**src/rtl/regbus_pkg.sv**
```systemverilog
package regbus_pkg;

  // Protocol phases of the slave.
  typedef enum logic [3:0] {
    ST_IDLE,      // waiting for a start
    ST_ADDR,      // shifting in device address and direction bit
    ST_ADDR_ACK,  // driving acknowledge for the address frame
    ST_PTR,       // shifting in the pointer byte
    ST_PTR_ACK,   // driving acknowledge for the pointer byte
    ST_DATA,      // shifting in the register data byte
    ST_DATA_ACK,  // driving acknowledge for the data byte
    ST_READ,      // shifting out the selected register
    ST_SKIP       // silent until the next start or stop
  } bus_state_t;

endpackage

```
**src/rtl/twi_sync_bit.sv**
```systemverilog
module twi_sync_bit #(
  parameter int STAGES = 2
) (
  input  logic clk,
  input  logic rst,
  input  logic din,
  output logic lvl,
  output logic rise,
  output logic fall
);

  logic [STAGES-1:0] chain;
  logic              last;

  // Idle bus lines are high, so the chain resets to ones.
  always_ff @(posedge clk) begin
    if (rst) begin
      chain <= '1;
      last  <= 1'b1;
    end else begin
      chain <= {chain[STAGES-2:0], din};
      last  <= chain[STAGES-1];
    end
  end

  assign lvl  = chain[STAGES-1];
  assign rise = lvl & ~last;
  assign fall = ~lvl & last;

endmodule

```
**src/rtl/regbus_fsm.sv**
```systemverilog
module regbus_fsm
  import regbus_pkg::*;
#(
  parameter int                 FRAME_W  = 8,
  parameter int                 REG_AW   = 8,
  parameter logic [FRAME_W-2:0] DEV_ADDR = 'h4C
) (
  input  logic               clk,
  input  logic               rst,
  input  logic               sda_lvl,
  input  logic               scl_rise,
  input  logic               scl_fall,
  input  logic               start_det,
  input  logic               stop_det,
  input  logic [FRAME_W-1:0] reg_rdata,
  output logic               sda_oe,
  output logic [REG_AW-1:0]  reg_addr,
  output logic [FRAME_W-1:0] reg_wdata,
  output logic               reg_we
);

  localparam int            CW       = $clog2(FRAME_W + 1);
  localparam logic [CW-1:0] CNT_FULL = CW'(FRAME_W);
  localparam logic [CW-1:0] CNT_ONE  = CW'(1);

  bus_state_t         state;
  logic [CW-1:0]      cnt;
  logic [FRAME_W-1:0] shreg;
  logic               rd_dir;
  logic [REG_AW-1:0]  ptr;

  always_ff @(posedge clk) begin
    if (rst) begin
      state     <= ST_IDLE;
      cnt       <= '0;
      shreg     <= '0;
      rd_dir    <= 1'b0;
      sda_oe    <= 1'b0;
      ptr       <= '0;
      reg_we    <= 1'b0;
      reg_wdata <= '0;
    end else begin
      reg_we <= 1'b0;
      if (start_det) begin
        state  <= ST_ADDR;
        cnt    <= '0;
        sda_oe <= 1'b0;
      end else if (stop_det) begin
        state  <= ST_IDLE;
        cnt    <= '0;
        sda_oe <= 1'b0;
      end else begin
        case (state)
          ST_ADDR, ST_PTR, ST_DATA: begin
            if (scl_rise && cnt != CNT_FULL) begin
              shreg <= {shreg[FRAME_W-2:0], sda_lvl};
              cnt   <= cnt + CNT_ONE;
            end else if (scl_fall && cnt == CNT_FULL) begin
              cnt <= '0;
              if (state == ST_ADDR) begin
                if (shreg[FRAME_W-1:1] == DEV_ADDR) begin
                  rd_dir <= shreg[0];
                  sda_oe <= 1'b1;
                  state  <= ST_ADDR_ACK;
                end else begin
                  state  <= ST_SKIP;
                end
              end else if (state == ST_PTR) begin
                ptr    <= shreg[REG_AW-1:0];
                sda_oe <= 1'b1;
                state  <= ST_PTR_ACK;
              end else begin
                reg_we    <= 1'b1;
                reg_wdata <= shreg;
                sda_oe    <= 1'b1;
                state     <= ST_DATA_ACK;
              end
            end
          end
          ST_ADDR_ACK: begin
            if (scl_fall) begin
              cnt <= '0;
              if (rd_dir) begin
                shreg  <= reg_rdata;
                sda_oe <= ~reg_rdata[FRAME_W-1];
                state  <= ST_READ;
              end else begin
                sda_oe <= 1'b0;
                state  <= ST_PTR;
              end
            end
          end
          ST_PTR_ACK: begin
            if (scl_fall) begin
              sda_oe <= 1'b0;
              state  <= ST_DATA;
            end
          end
          ST_DATA_ACK: begin
            if (scl_fall) begin
              sda_oe <= 1'b0;
              state  <= ST_SKIP;
            end
          end
          ST_READ: begin
            if (scl_rise && cnt != CNT_FULL) begin
              cnt <= cnt + CNT_ONE;
            end else if (scl_fall) begin
              if (cnt == CNT_FULL) begin
                sda_oe <= 1'b0;
                state  <= ST_SKIP;
              end else begin
                sda_oe <= ~shreg[FRAME_W-2];
                shreg  <= {shreg[FRAME_W-2:0], 1'b0};
              end
            end
          end
          default: ;
        endcase
      end
    end
  end

  assign reg_addr = ptr;

  // the write strobe is a single-cycle pulse
  a_r4_we_single: assert property (@(posedge clk) disable iff (rst)
    reg_we |=> !reg_we);

  // the pointer is steady while the register write is issued
  a_r4_ptr_steady: assert property (@(posedge clk) disable iff (rst)
    reg_we |-> $stable(reg_addr));

  // the silent phase never drives the data line
  a_r2_skip_released: assert property (@(posedge clk) disable iff (rst)
    (state == ST_SKIP) |-> !sda_oe);

  // a read never moves the pointer
  a_r6_no_autoinc: assert property (@(posedge clk) disable iff (rst)
    (state == ST_READ) |=> $stable(reg_addr));

endmodule

```
**src/rtl/regbus_slave.sv**
```systemverilog
module regbus_slave
  import regbus_pkg::*;
#(
  parameter int                 FRAME_W     = 8,
  parameter int                 REG_AW      = 8,
  parameter int                 SYNC_STAGES = 2,
  parameter logic [FRAME_W-2:0] DEV_ADDR    = 'h4C
) (
  input  logic               clk,
  input  logic               rst,
  input  logic               scl_in,
  input  logic               sda_in,
  output logic               sda_oe,
  output logic [REG_AW-1:0]  reg_addr,
  output logic [FRAME_W-1:0] reg_wdata,
  output logic               reg_we,
  input  logic [FRAME_W-1:0] reg_rdata
);

  localparam int N_LINES = 2;  // index 0: clock line, index 1: data line

  logic [N_LINES-1:0] raw, lvl, rise, fall;
  logic               start_det, stop_det;

  assign raw = {sda_in, scl_in};

  for (genvar g = 0; g < N_LINES; g++) begin : g_line
    twi_sync_bit #(.STAGES(SYNC_STAGES)) u_sync (
      .clk  (clk),
      .rst  (rst),
      .din  (raw[g]),
      .lvl  (lvl[g]),
      .rise (rise[g]),
      .fall (fall[g])
    );
  end

  // Data line moving while the clock line stays high on both samples.
  assign start_det = fall[1] & lvl[0] & ~rise[0];
  assign stop_det  = rise[1] & lvl[0] & ~rise[0];

  regbus_fsm #(
    .FRAME_W  (FRAME_W),
    .REG_AW   (REG_AW),
    .DEV_ADDR (DEV_ADDR)
  ) u_fsm (
    .clk       (clk),
    .rst       (rst),
    .sda_lvl   (lvl[1]),
    .scl_rise  (rise[0]),
    .scl_fall  (fall[0]),
    .start_det (start_det),
    .stop_det  (stop_det),
    .reg_rdata (reg_rdata),
    .sda_oe    (sda_oe),
    .reg_addr  (reg_addr),
    .reg_wdata (reg_wdata),
    .reg_we    (reg_we)
  );

  // the drive enable only moves while the clock line was low
  a_r10_low_phase: assert property (@(posedge clk) disable iff (rst)
    !$stable(sda_oe) |-> !$past(lvl[0]));

  // a start is only ever seen with the data line released
  a_r9_start_released: assert property (@(posedge clk) disable iff (rst)
    start_det |-> !sda_oe);

  // leaving reset, the bus and the strobe are quiet
  a_r11_reset_quiet: assert property (@(posedge clk)
    $past(rst) |-> (!sda_oe && !reg_we));

endmodule

```
**config.mk**
```make
export PLATFORM = sky130hd
export DESIGN_NAME = regbus_slave
export DESIGN_NICKNAME = d
export VERILOG_FILES = /design/src/rtl/regbus_pkg.sv /design/src/rtl/twi_sync_bit.sv /design/src/rtl/regbus_fsm.sv /design/src/rtl/regbus_slave.sv
export SDC_FILE = /design/constraint.sdc
export NUM_CORES = 1
export LEC_CHECK = 0
export CORE_MARGIN = 2
export CORE_UTILIZATION = 49
export DETAILED_ROUTE_END_ITERATION = 10
export PLACE_DENSITY = 0.73
export SLEW_MARGIN = 15
export SYNTH_ARGS = -nofsm -noshare
export SYNTH_HDL_FRONTEND = slang
export SYNTH_SLANG_ARGS = --single-unit
```
**constraint.sdc**
```tcl
create_clock -name clk -period 2.5 [get_ports clk]
set_input_delay 0.625 -clock clk [delete_from_list [all_inputs] [get_ports clk]]
set_output_delay 0.625 -clock clk [all_outputs]
set_load 0.02 [all_outputs]
```
==> run_results.csv <==
group,metric,value,unit
worst_setup_path,crit_start,"u_fsm.state[3]$_SDFFE_PP0P_",
worst_setup_path,cp.required,2.73,ns
clock_network,clkTransAtPathRegs,0.08,ns
final_layout,mostFrequentLayoutCells,"41 x dfxtp_1, 33 x nand2_1, 29 x clkdlybuf4s50_1",
timing,clock_skew,0.005694,ns
yosys,synth-seq-cells,41,
yosys,synth_xor_area_share,0.8658,%
pwr,power,1.180,mW
yosys,synth_nets,255,
yosys,synthMuxAreaShare,7.916,%
final_layout,drive_gt1_share,10.41,%
status,status,"completed",
placed_design,placed_cells,311,
timing,setup_tns,0,ns
yosys,yosysSeqAreaShare,40.57,%
clock_network,root_buffer,"clkbuf_8",
timing,post-route-worst-setup-slack,0.4454,ns
worst_setup_path,path_max_fanout,16,
route,dr.pass1.iters,4,
final_layout,stdcell_count,319,
worst_setup_path,start_kind,"flip-flop",
die,dieArea,4659,um^2
global_routing,grt_pass1_wl,7389,um
global_routing,grt_use_total,20.98,%
timing,setup_viol,0,
placed_design,place_ws,0.4720,ns
timing,fin_crit_sh,82.19,%
clock_network,cts_resized,0,
route,vias,1773,
clock_network,post-cts-setup-buffers,0,
route,wl_per_cell,13.77,um
worst_setup_path,critical-path-max-stage-delay,0.62,ns
clock_network,cts_buffers,5,
yosys,yosys.area_share.simple,30.43,%
min_path,worst_hold_path_type,"reg2reg",
timing,finalMaxSlewViolations,0,
die,io_pins,30,
yosys,synth_top_family_by_area,"simple AND/OR/NAND/NOR gates",
die,row_count,23,
worst_setup_path,cp.arrival,2.28,ns
worst_setup_path,end_kind,"flip-flop",
clock_network,cts_hold_buffers,0,
die,die_x,68.26,um
route,wirelength,4393,um
placed_design,placement.io_buffers,29,
yosys,synth_compound_area_share,14.29,%
final_layout,final_core_util,61.18,%
clock_network,clk_path_buf_depth,2,
yosys,synth-edff-count,0,
timing,rsz0062_at_grt,"false",
yosys,synthAdderAreaFrac,1.237,%
worst_setup_path,r2r_start,"u_fsm.state[3]$_SDFFE_PP0P_",
yosys,synth_ff_type,"dfxtp_1",
final_layout,final_common_cell,"dfxtp_1",
final_layout,fillers,369,
pwr,irDropWorstVdd,0.0003338,V
worst_setup_path,crit_path_top_delay_cell,"dfxtp_1",
worst_setup_path,criticalPathCategory,"reg2reg",
timing,fmax,0.4867,GHz
clock_network,cts.sinks,41,
placed_design,gp_congestion,0.8890,
timing,hold_viol,0,
timing,slew_headroom,60.88,%
placed_design,place_hpwl,3114,um
yosys,yosysWarnings,0,
min_path,hold_start,"g_line[0].u_sync.chain[0]$_SDFF_PP1_",
yosys,synthArstFlopShare,0,%
yosys,syn_inst,241,
pwr,power_density,482.1,nW/um^2
yosys,synth_area,2023,um^2
die,coreArea,4000,um^2
yosys,synth_cell_types,47,
route,via_per_inst,5.558,
global_routing,grt_antenna_before_repair,0,
route,drtIter0Drc,118,
final_layout,diodes,0,
final_layout,multi_input_area,1120,um^2
worst_setup_path,path_cells,"or4b_4 -> o22ai_1 -> or3_4 -> or4_1 -> nand2_1",
route,drcViolationCount,0,
yosys,avgSynthCellArea,8.395,um^2
final_layout,area.sequential,820.8,um^2
global_routing,grt-ovfl-total,0,
die,start_util,50.58,%
global_routing,first_global_vias,1557,
die,fp.dieH,68.26,um
timing,fin_crit,2.055,ns
pwr,p_leak,0.8712,nW
timing,tightest_slew,0.5860,ns
clock_network,insertion_delay,0.28,ns
clock_network,tritoncts,"done",
job,drv_cap,0,
global_routing,grt_max_degree,27,
final_layout,area_delta_synth_final,20.96,%
clock_network,htreeDepth,2,
final_layout,nNetsFinal,282,
route,postRouteAntennaNets,0,
[metrics by stage]
step	area [um^2]	hold WS, ns
after floorplan	2023	0.3895
after global placement	2361	0.3921
after detailed placement	2361	0.3963
after CTS	2447	0.4172
after global routing	2447	0.4417
final	2447	0.4122
[routing by layer]
metal	track usage (%)	up-vias	wire, um
li1	-	900	-
met1	29.41	840	2197
met2	31.55	31	1989
met3	4.934	2	180
met4	7.000	0	26
met5	0	-	0
[cell usage after synthesis, types with 2 or more instances]
| cell | instances | share of area [%] |
|---|---|---|
| xnor2_1 | 2 | 0.87 |
| inv_1 | 4 | 0.74 |
| nand3b_1 | 2 | 0.74 |
| nand4b_1 | 2 | 0.87 |
| nor3b_1 | 2 | 0.74 |
| or3_1 | 2 | 0.62 |
| nor4b_1 | 3 | 1.3 |
| o21ai_0 | 14 | 3.5 |
| dfxtp_1 | 41 | 41 |
| buf_1 | 2 | 0.37 |
| nand2b_1 | 4 | 1.2 |
| a31oi_1 | 2 | 0.62 |
| nand3_1 | 4 | 0.99 |
| ha_1 | 2 | 1.2 |
| buf_6 | 2 | 1.1 |
| a21oi_1 | 19 | 4.7 |
| mux2i_1 | 16 | 7.9 |
| clkbuf_1 | 8 | 1.5 |
| nor2_1 | 19 | 3.5 |
| buf_2 | 4 | 0.99 |
| or4_1 | 9 | 3.3 |
| nand2_1 | 33 | 6.1 |
| nor3_1 | 3 | 0.74 |
| and3_1 | 2 | 0.62 |
| nor2b_1 | 12 | 3.7 |
| or2_2 | 7 | 2.2 |
[area by class of cell]
class,instances,area share (%)
clock buffer,5,2.812
clock inverter,3,0.7157
inverter,4,0.6135
multi-input combinational,180,45.76
sequential,41,33.54
tap,50,2.556
timing repair buffer,36,14.01
[critical path, delay by kind of cell, from the launching register on]
kind / cells / cell delay (ns)
and+or+nand+nor: 4 / 1.30
DFF: 1 / 0.62
AOI/OAI and AO/OA: 1 / 0.07
[sequential cells by signal, summed over array words and instances, names as in the netlist]
| signal | flops |
|---|---|
| u_fsm.reg_we | 1 |
| u_fsm.reg_addr | 8 |
| u_fsm.state | 4 |
| u_fsm.rd_dir | 1 |
| u_fsm.reg_wdata | 8 |
| g_line.u_sync.last | 2 |
| g_line.u_sync.chain | 4 |
| u_fsm.cnt | 4 |
| u_fsm.sda_oe | 1 |
| u_fsm.shreg | 8 |
[where the power goes]
group	switching, mW	internal [mW]	total (mW)
Clock	0.227	0.193	0.419
Sequential	0.00954	0.660	0.670
Combinational	0.0466	0.0440	0.0907
Total	0.283	0.897	1.18
[worst paths after layout]
check	end	depth (start not counted)	slack (ns)
setup / recovery	u_fsm.shreg[4]$_SDFFE_PP0P_	5	0.45
hold / removal	g_line[0].u_sync.chain[1]$_SDFF_PP1_	1	0.41
setup reg to reg	u_fsm.shreg[4]$_SDFFE_PP0P_	5	0.45
hold reg to reg	g_line[0].u_sync.chain[1]$_SDFF_PP1_	1	0.41
[cell families after synthesis]
| logic type | Yosys count |
|---|---|
| adder cells (fa/ha/maj) | 2 |
| multiplexers | 16 |
| AND/OR/NAND/NOR | 112 |
| XOR/XNOR | 2 |
| flip-flops | 41 |
| buffers and inverters | 20 |
| AO/OA/AOI/OAI | 48 |
No activity file was read; power rests on OpenSTA's default activity.
